$ cat src/rtl/mdio_pkg.sv
package mdio_pkg;
  localparam int PRE_BITS   = 32;
  localparam int PHY_W      = 5;
  localparam int REG_W      = 5;
  localparam int DAT_W      = 16;
  localparam int EXT_W      = 21;
  localparam int FLUSH_BITS = 32;
  localparam int HDR_BITS   = PRE_BITS + 4 + PHY_W + REG_W;
  localparam int TX_BITS    = HDR_BITS + 2 + DAT_W;
  localparam int WR_LAST    = TX_BITS;
  localparam int RD_LAST    = HDR_BITS + DAT_W + 1;
  localparam int ERR_LAST   = HDR_BITS + FLUSH_BITS;
  localparam int IDX_W      = $clog2(ERR_LAST + 1);

  localparam logic [1:0] OP_SHORT_RD = 2'b00;
  localparam logic [1:0] OP_SHORT_WR = 2'b01;
  localparam logic [1:0] OP_EXT_RD   = 2'b10;
  localparam logic [1:0] OP_EXT_WR   = 2'b11;

  typedef enum logic [1:0] {M_IDLE, M_ADDR, M_MAIN} mstate_t;
endpackage

$ cat src/rtl/mdio_bit_timer.sv
module mdio_bit_timer #(
  parameter int HALF_CYC = 63,
  parameter int RDHI_CYC = 88
) (
  input  logic clk,
  input  logic rst_n,
  input  logic run,
  input  logic long_hi,
  output logic mdc,
  output logic bit_end
);
  localparam int MAXC = (RDHI_CYC > HALF_CYC) ? RDHI_CYC : HALF_CYC;
  localparam int CW   = $clog2(MAXC + 1);
  localparam logic [CW-1:0] HALF_M1 = CW'(HALF_CYC - 1);
  localparam logic [CW-1:0] RDHI_M1 = CW'(RDHI_CYC - 1);

  logic [CW-1:0] cnt, cnt_n, lim;
  logic          hi, hi_n;

  always_comb begin
    lim     = (hi && long_hi) ? RDHI_M1 : HALF_M1;
    cnt_n   = cnt;
    hi_n    = hi;
    bit_end = 1'b0;
    if (!run) begin
      cnt_n = '0;
      hi_n  = 1'b0;
    end else if (cnt == lim) begin
      cnt_n = '0;
      if (hi) begin
        hi_n    = 1'b0;
        bit_end = 1'b1;
      end else begin
        hi_n = 1'b1;
      end
    end else begin
      cnt_n = cnt + 1'b1;
    end
  end

  always_ff @(posedge clk or negedge rst_n) begin
    if (!rst_n) begin
      cnt <= '0;
      hi  <= 1'b0;
    end else begin
      cnt <= cnt_n;
      hi  <= hi_n;
    end
  end

  assign mdc = hi;
endmodule

$ cat src/rtl/mdio_frame_seq.sv
module mdio_frame_seq
  import mdio_pkg::*;
#(
  parameter int HALF_CYC = 63,
  parameter int RDHI_CYC = 88
) (
  input  logic             clk,
  input  logic             rst_n,
  input  logic             start,
  input  logic             is_read,
  input  logic             ign_ta,
  input  logic [3:0]       st_op,
  input  logic [PHY_W-1:0] phy,
  input  logic [REG_W-1:0] regf,
  input  logic [DAT_W-1:0] payload,
  input  logic             mdio_i,
  output logic             fr_done,
  output logic [DAT_W-1:0] rdata,
  output logic             mdc,
  output logic             mdio_o,
  output logic             mdio_oe
);
  localparam logic [IDX_W-1:0] HDR_IDX = IDX_W'(HDR_BITS);
  localparam logic [IDX_W-1:0] TX_IDX  = IDX_W'(TX_BITS);
  localparam logic [IDX_W-1:0] WR_IDX  = IDX_W'(WR_LAST);
  localparam logic [IDX_W-1:0] RD_IDX  = IDX_W'(RD_LAST);
  localparam logic [IDX_W-1:0] ERR_IDX = IDX_W'(ERR_LAST);

  logic               act, act_n, rd, rd_n, ign, ign_n, err, err_n, dn_n;
  logic [IDX_W-1:0]   idx, idx_n, drive_lim, last_idx;
  logic [TX_BITS-1:0] tx, tx_n;
  logic [DAT_W-1:0]   rx, rx_n;
  logic               oe, bit_end;

  assign drive_lim = rd ? HDR_IDX : TX_IDX;
  assign last_idx  = rd ? (err ? ERR_IDX : RD_IDX) : WR_IDX;
  assign oe        = act && (idx < drive_lim);

  mdio_bit_timer #(.HALF_CYC(HALF_CYC), .RDHI_CYC(RDHI_CYC)) u_tmr (
    .clk(clk), .rst_n(rst_n), .run(act), .long_hi(!oe),
    .mdc(mdc), .bit_end(bit_end)
  );

  always_comb begin
    act_n = act; rd_n = rd; ign_n = ign; err_n = err;
    idx_n = idx; tx_n = tx; rx_n = rx; dn_n = 1'b0;
    if (start && !act) begin
      act_n = 1'b1;
      rd_n  = is_read;
      ign_n = ign_ta;
      err_n = 1'b0;
      idx_n = '0;
      tx_n  = {{PRE_BITS{1'b1}}, st_op, phy, regf, 2'b10, payload};
      rx_n  = '0;
    end else if (act && bit_end) begin
      tx_n  = tx << 1;
      idx_n = idx + 1'b1;
      if (rd && idx == HDR_IDX && mdio_i && !ign)
        err_n = 1'b1;
      if (rd && !err && idx > HDR_IDX && idx < RD_IDX)
        rx_n = {rx[DAT_W-2:0], mdio_i};
      if (idx == last_idx) begin
        act_n = 1'b0;
        dn_n  = 1'b1;
      end
    end
  end

  always_ff @(posedge clk or negedge rst_n) begin
    if (!rst_n) begin
      act <= 1'b0; rd <= 1'b0; ign <= 1'b0; err <= 1'b0;
      idx <= '0; tx <= '0; rx <= '0; fr_done <= 1'b0;
    end else begin
      act <= act_n; rd <= rd_n; ign <= ign_n; err <= err_n;
      idx <= idx_n; tx <= tx_n; rx <= rx_n; fr_done <= dn_n;
    end
  end

  assign rdata   = err ? {DAT_W{1'b1}} : rx;
  assign mdio_oe = oe;
  assign mdio_o  = oe & tx[TX_BITS-1];
endmodule

$ cat src/rtl/mdio_master.sv
module mdio_master
  import mdio_pkg::*;
#(
  parameter int HALF_CYC = 63,
  parameter int RDHI_CYC = 88
) (
  input  logic        clk,
  input  logic        rst_n,
  input  logic        cmd_valid,
  input  logic [1:0]  cmd_op,
  input  logic [4:0]  cmd_phy,
  input  logic [20:0] cmd_addr,
  input  logic [15:0] cmd_wdata,
  input  logic [31:0] ta_ignore_mask,
  output logic        busy,
  output logic        done,
  output logic [15:0] rd_data,
  output logic        mdc,
  output logic        mdio_o,
  output logic        mdio_oe,
  input  logic        mdio_i
);
  mstate_t          st, st_n;
  logic [1:0]       op_q, op_n;
  logic [PHY_W-1:0] phy_q, phy_n;
  logic [EXT_W-1:0] adr_q, adr_n;
  logic [DAT_W-1:0] wd_q, wd_n, rdat_q, rdat_n, fr_rdata, f_pay;
  logic             go, go_n, dn_n, fr_done, f_rd, is_ext, rd_op;
  logic [3:0]       f_stop;
  logic [REG_W-1:0] f_reg;

  assign is_ext = op_q[1];
  assign rd_op  = ~op_q[0];

  always_comb begin
    if (st == M_ADDR) begin
      f_stop = 4'b0000;
      f_reg  = adr_q[EXT_W-1:DAT_W];
      f_pay  = adr_q[DAT_W-1:0];
      f_rd   = 1'b0;
    end else begin
      f_stop = is_ext ? {2'b00, rd_op ? 2'b11 : 2'b01}
                      : {2'b01, rd_op ? 2'b10 : 2'b01};
      f_reg  = is_ext ? adr_q[EXT_W-1:DAT_W] : adr_q[REG_W-1:0];
      f_pay  = wd_q;
      f_rd   = rd_op;
    end
  end

  mdio_frame_seq #(.HALF_CYC(HALF_CYC), .RDHI_CYC(RDHI_CYC)) u_fr (
    .clk(clk), .rst_n(rst_n), .start(go), .is_read(f_rd),
    .ign_ta(ta_ignore_mask[phy_q]), .st_op(f_stop), .phy(phy_q),
    .regf(f_reg), .payload(f_pay), .mdio_i(mdio_i),
    .fr_done(fr_done), .rdata(fr_rdata),
    .mdc(mdc), .mdio_o(mdio_o), .mdio_oe(mdio_oe)
  );

  always_comb begin
    st_n = st; op_n = op_q; phy_n = phy_q; adr_n = adr_q; wd_n = wd_q;
    rdat_n = rdat_q; go_n = 1'b0; dn_n = 1'b0;
    case (st)
      M_IDLE: if (cmd_valid) begin
        op_n  = cmd_op;
        phy_n = cmd_phy;
        adr_n = cmd_addr;
        wd_n  = cmd_wdata;
        st_n  = cmd_op[1] ? M_ADDR : M_MAIN;
        go_n  = 1'b1;
      end
      M_ADDR: if (fr_done) begin
        st_n = M_MAIN;
        go_n = 1'b1;
      end
      M_MAIN: if (fr_done) begin
        st_n = M_IDLE;
        dn_n = 1'b1;
        if (rd_op) rdat_n = fr_rdata;
      end
      default: st_n = M_IDLE;
    endcase
  end

  always_ff @(posedge clk or negedge rst_n) begin
    if (!rst_n) begin
      st <= M_IDLE; op_q <= '0; phy_q <= '0; adr_q <= '0; wd_q <= '0;
      rdat_q <= '0; go <= 1'b0; done <= 1'b0;
    end else begin
      st <= st_n; op_q <= op_n; phy_q <= phy_n; adr_q <= adr_n; wd_q <= wd_n;
      rdat_q <= rdat_n; go <= go_n; done <= dn_n;
    end
  end

  assign busy    = (st != M_IDLE);
  assign rd_data = rdat_q;
endmodule

$ cat config.mk
export PLATFORM = sky130hd
export DESIGN_NAME = mdio_master
export DESIGN_NICKNAME = d
export VERILOG_FILES = /design/src/rtl/mdio_pkg.sv /design/src/rtl/mdio_bit_timer.sv /design/src/rtl/mdio_frame_seq.sv /design/src/rtl/mdio_master.sv
export SDC_FILE = /design/constraint.sdc
export NUM_CORES = 1
export LEC_CHECK = 0
export BUFFER_PORTS_ARGS = -buffer_cell sky130_fd_sc_hd__buf_2
export CAP_MARGIN = 10
export CORE_MARGIN = 8
export CORE_UTILIZATION = 50
export DETAILED_ROUTE_END_ITERATION = 16
export PLACE_DENSITY = 0.74
export SETUP_SLACK_MARGIN = 0.15
export SLEW_MARGIN = 20
export SYNTH_ARGS = -nofsm -noshare
export SYNTH_HDL_FRONTEND = slang
export SYNTH_SLANG_ARGS = --single-unit
export TNS_END_PERCENT = 1
$ cat constraint.sdc
create_clock -name clk -period 2.7 [get_ports clk]
set_input_delay 0.675 -clock clk [delete_from_list [all_inputs] [get_ports clk]]
set_output_delay 0.675 -clock clk [all_outputs]
set_load 0.005 [all_outputs]
==> run_results.csv <==
group,metric,value,unit
sta,rsz0062_at_grt,"yes",
drt,drt_wl_total,15630,µm
floorplan,die_w,137.7,µm
sta,setup_tns,0,ps
clocking,ctsHoldBuffers,0,
grt,grt_usage,17.68,%
flow_run,maxCapViolations,0,
synth,synth-seq-cells,164,
clocking,path_clk_slew,60,ps
drt,drc,0,
grt,first_global_vias,5714,
floorplan,io_pins,101,
synth,synth_area_per_cell,10.33,µm²
floorplan,die_area,18960,µm²
grt,grt_pass1_wl,26780,µm
drt,vias,5457,
worst_setup_path,reg2reg_depth,9,
drt,wl_per_cell,15.59,µm
drt,wl_met3,764,µm
worst_hold_path,hold_path.class,"primary input to asynchronous set/reset pin",
final_layout,area_delta_synth_final,19.06,%
power,ir_drop,0.5727,mV
drt,top_layer,"met4",
place,hpwl,10680,µm
drt,drt-met1-wl,6886,µm
worst_setup_path,crit_required,2030,ps
floorplan,fp.dieH,137.7,µm
synth,synth_top_family_by_area,"simple AND/OR/NAND/NOR gates",
clocking,cts_buffer_depth,2,
place,place_area,8225,µm²
final_layout,final_cell_mix,"162 x dfrtp_1, 143 x nor2_1, 99 x buf_2",
power,pwr_density_cell,879.5,nW/µm²
power,leakagePower,3.926,nW
final_layout,nets,894,
final_layout,layout_commonest_cell,"dfrtp_1",
grt,grt_max_degree,93,
clocking,post_cts_buffers,0,
drt,vias_per_cell,5.441,
drt,wl_met2,7598,µm
clocking,cts_tree,"done",
synth,synthesis.area,7405,µm²
worst_setup_path,critPathCaptureType,"output port",
synth,synth_cell_type_count,50,
worst_setup_path,critPathKind,"flip-flop to output port",
synth,synth_warnings,0,
power,finalPower,7.754,mW
sta,max_slew_margin,61.95,%
grt,gr-total-overflow,0,
final_layout,final_util,60.89,%
worst_setup_path,critical_path.startpoint_type,"flip-flop",
sta,fmax,0.3926,GHz
synth,syn_inst,717,
sta,fin_crit,2547,ps
sta,period_share,94.34,%
clocking,ctsHtreeMaxLevel,4,
floorplan,rows,44,
drt,ant_nets,0,
worst_setup_path,worst-path-max-fanout,4,
synth,async_flop_share,100.0,%
synth,yosys.area_share.simple,18.44,%
synth,synth_compound_area_share,8.533,%
sta,slew_violations,0,
worst_setup_path,startpoint,"u_fr.rd",
final_layout,final_area,8816,µm²
synth,synth_edf_count,0,
drt,dr.pass1.iters,5,
worst_setup_path,worstReg2RegStart,"u_fr.rd",
sta,finalClockSkew,15.44,ps
clocking,insertion_delay,430,ps
synth,synth-main-ff-cell,"dfrtp_1",
synth,synthXorXnorAreaFrac,0.7097,%
synth,seq_area_frac_synth,55.42,%
sta,finalSetupViolations,0,
sta,hold_viol,0,
final_layout,drive_above_1_share,27.47,%
worst_setup_path,critPathArrivalTime,1870,ps
run_status,status,"complete, no violations",
place,place_congestion,0.8588,
synth,syn_nets,805,
drt,drtIter0Drc,290,
place,portBuffers,100,
worst_setup_path,r2r-end,"u_fr.rx[6]",
synth,yosys.area_share.adder,1.352,%
clocking,cts_sinks,164,
floorplan,core,14480,µm²
sta,worstMarginPinSlew,570.8,ps
synth,synthMuxAreaShare,12.27,%
final_layout,diodes,0,
worst_setup_path,crit_end,"mdio_o",
clocking,cts_made_buffers,17,
clocking,cts_root_buffer,"clkbuf_16",
floorplan,start_util,51.14,%
grt,antenna_found_initial,0,
worst_setup_path,r2r_slack,170,ps
[kinds of logic after synthesis]
logic type               after synthesis
AO/OA/AOI/OAI                         96
XOR/XNOR                               6
adder cells (fa/ha/maj)                8
buffers and inverters                 57
flip-flops                           164
multiplexers                          74
AND/OR/NAND/NOR                      312
[area by class of cell]
type                    count  area (µm²)
multi-input cells         496        3176
fillers                  1188        5663
flip-flops and latches    164        4106
repair buffers            117       721.9
clock inverters            12       97.59
clock buffers              20       446.7
well taps                 184       230.2
inverters                  10       37.54
[timing repair]
| item | in CTS | in global routing |
|---|---|---|
| gates cloned | 0 | 0 |
| pin swaps | 1 | 1 |
| setup endpoints to repair | 2 | 30 |
| gates resized for setup | 10 | 1 |
[per-stage QoR]
step	hold slack, ps	setup slack, ps	instances
finish	255.5	152.8	1003
global route	289.0	53.67	1003
CTS	265.0	146.3	1003
detailed placement	475.7	210.0	971
global placement	469.6	260.2	971
floorplan	379.4	94.75	717
[registers in the layout, indices dropped and copies added (netlist names), 5 cells and up]
| name | cells |
|---|---|
| wd_q | 16 |
| u_fr.u_tmr.cnt | 7 |
| u_fr.rx | 16 |
| rd_data | 16 |
| u_fr.idx | 7 |
| phy_q | 5 |
| adr_q | 21 |
| u_fr.tx | 64 |
[power breakdown]
part	switching, mW	total (mW)	internal [mW]
registers	0.561	3.79	3.23
logic	0.731	1.75	1.02
clock network	1.00	2.22	1.22
[worst min path at each step]
stage	cells past startpoint	endpoint	slack, ps
2_1_floorplan	0	adr_q[0]	380
4_1_cts	2	rd_data[7]	260
3_3_place_gp	2	u_fr.tx[31]	470
6_report	2	rd_data[0]	260
3_5_place_dp	2	u_fr.tx[31]	480
5_1_grt	2	u_fr.rx[3]	290
[cell usage after synthesis, types with 8 or more instances]
cell type,count,area (µm²)
inv_1,10,37.54
nand3_1,20,100.1
a31oi_1,28,175.2
buf_2,8,40.04
mux2i_1,21,210.2
a21oi_1,20,100.1
nand2_1,70,262.8
nor2b_1,22,137.6
dfrtp_1,164,4104
mux2_2,44,495.5
o21ai_0,9,45.04
nor3_1,36,180.2
mux4_2,9,202.7
a211oi_1,21,157.7
clkbuf_1,33,123.9
ha_1,8,100.1
nor2_1,145,544.3
[per-layer routing]
metal / GRT usage, % / vias to the layer above
li1: - / 2643
met1: 21.63 / 2634
met2: 28.97 / 143
met3: 4.668 / 37
met4: 7.642 / 0
met5: 0 / -
[worst max-delay path: stages (launching register included)]
cell	delay [ps]
dfrtp_1	390
inv_2	110
ha_4	210
nor2b_4	130
o2111ai_4	230
nand3_4	130
nor2_4	110
buf_2	120
Power figures use the tool's default switching activity.
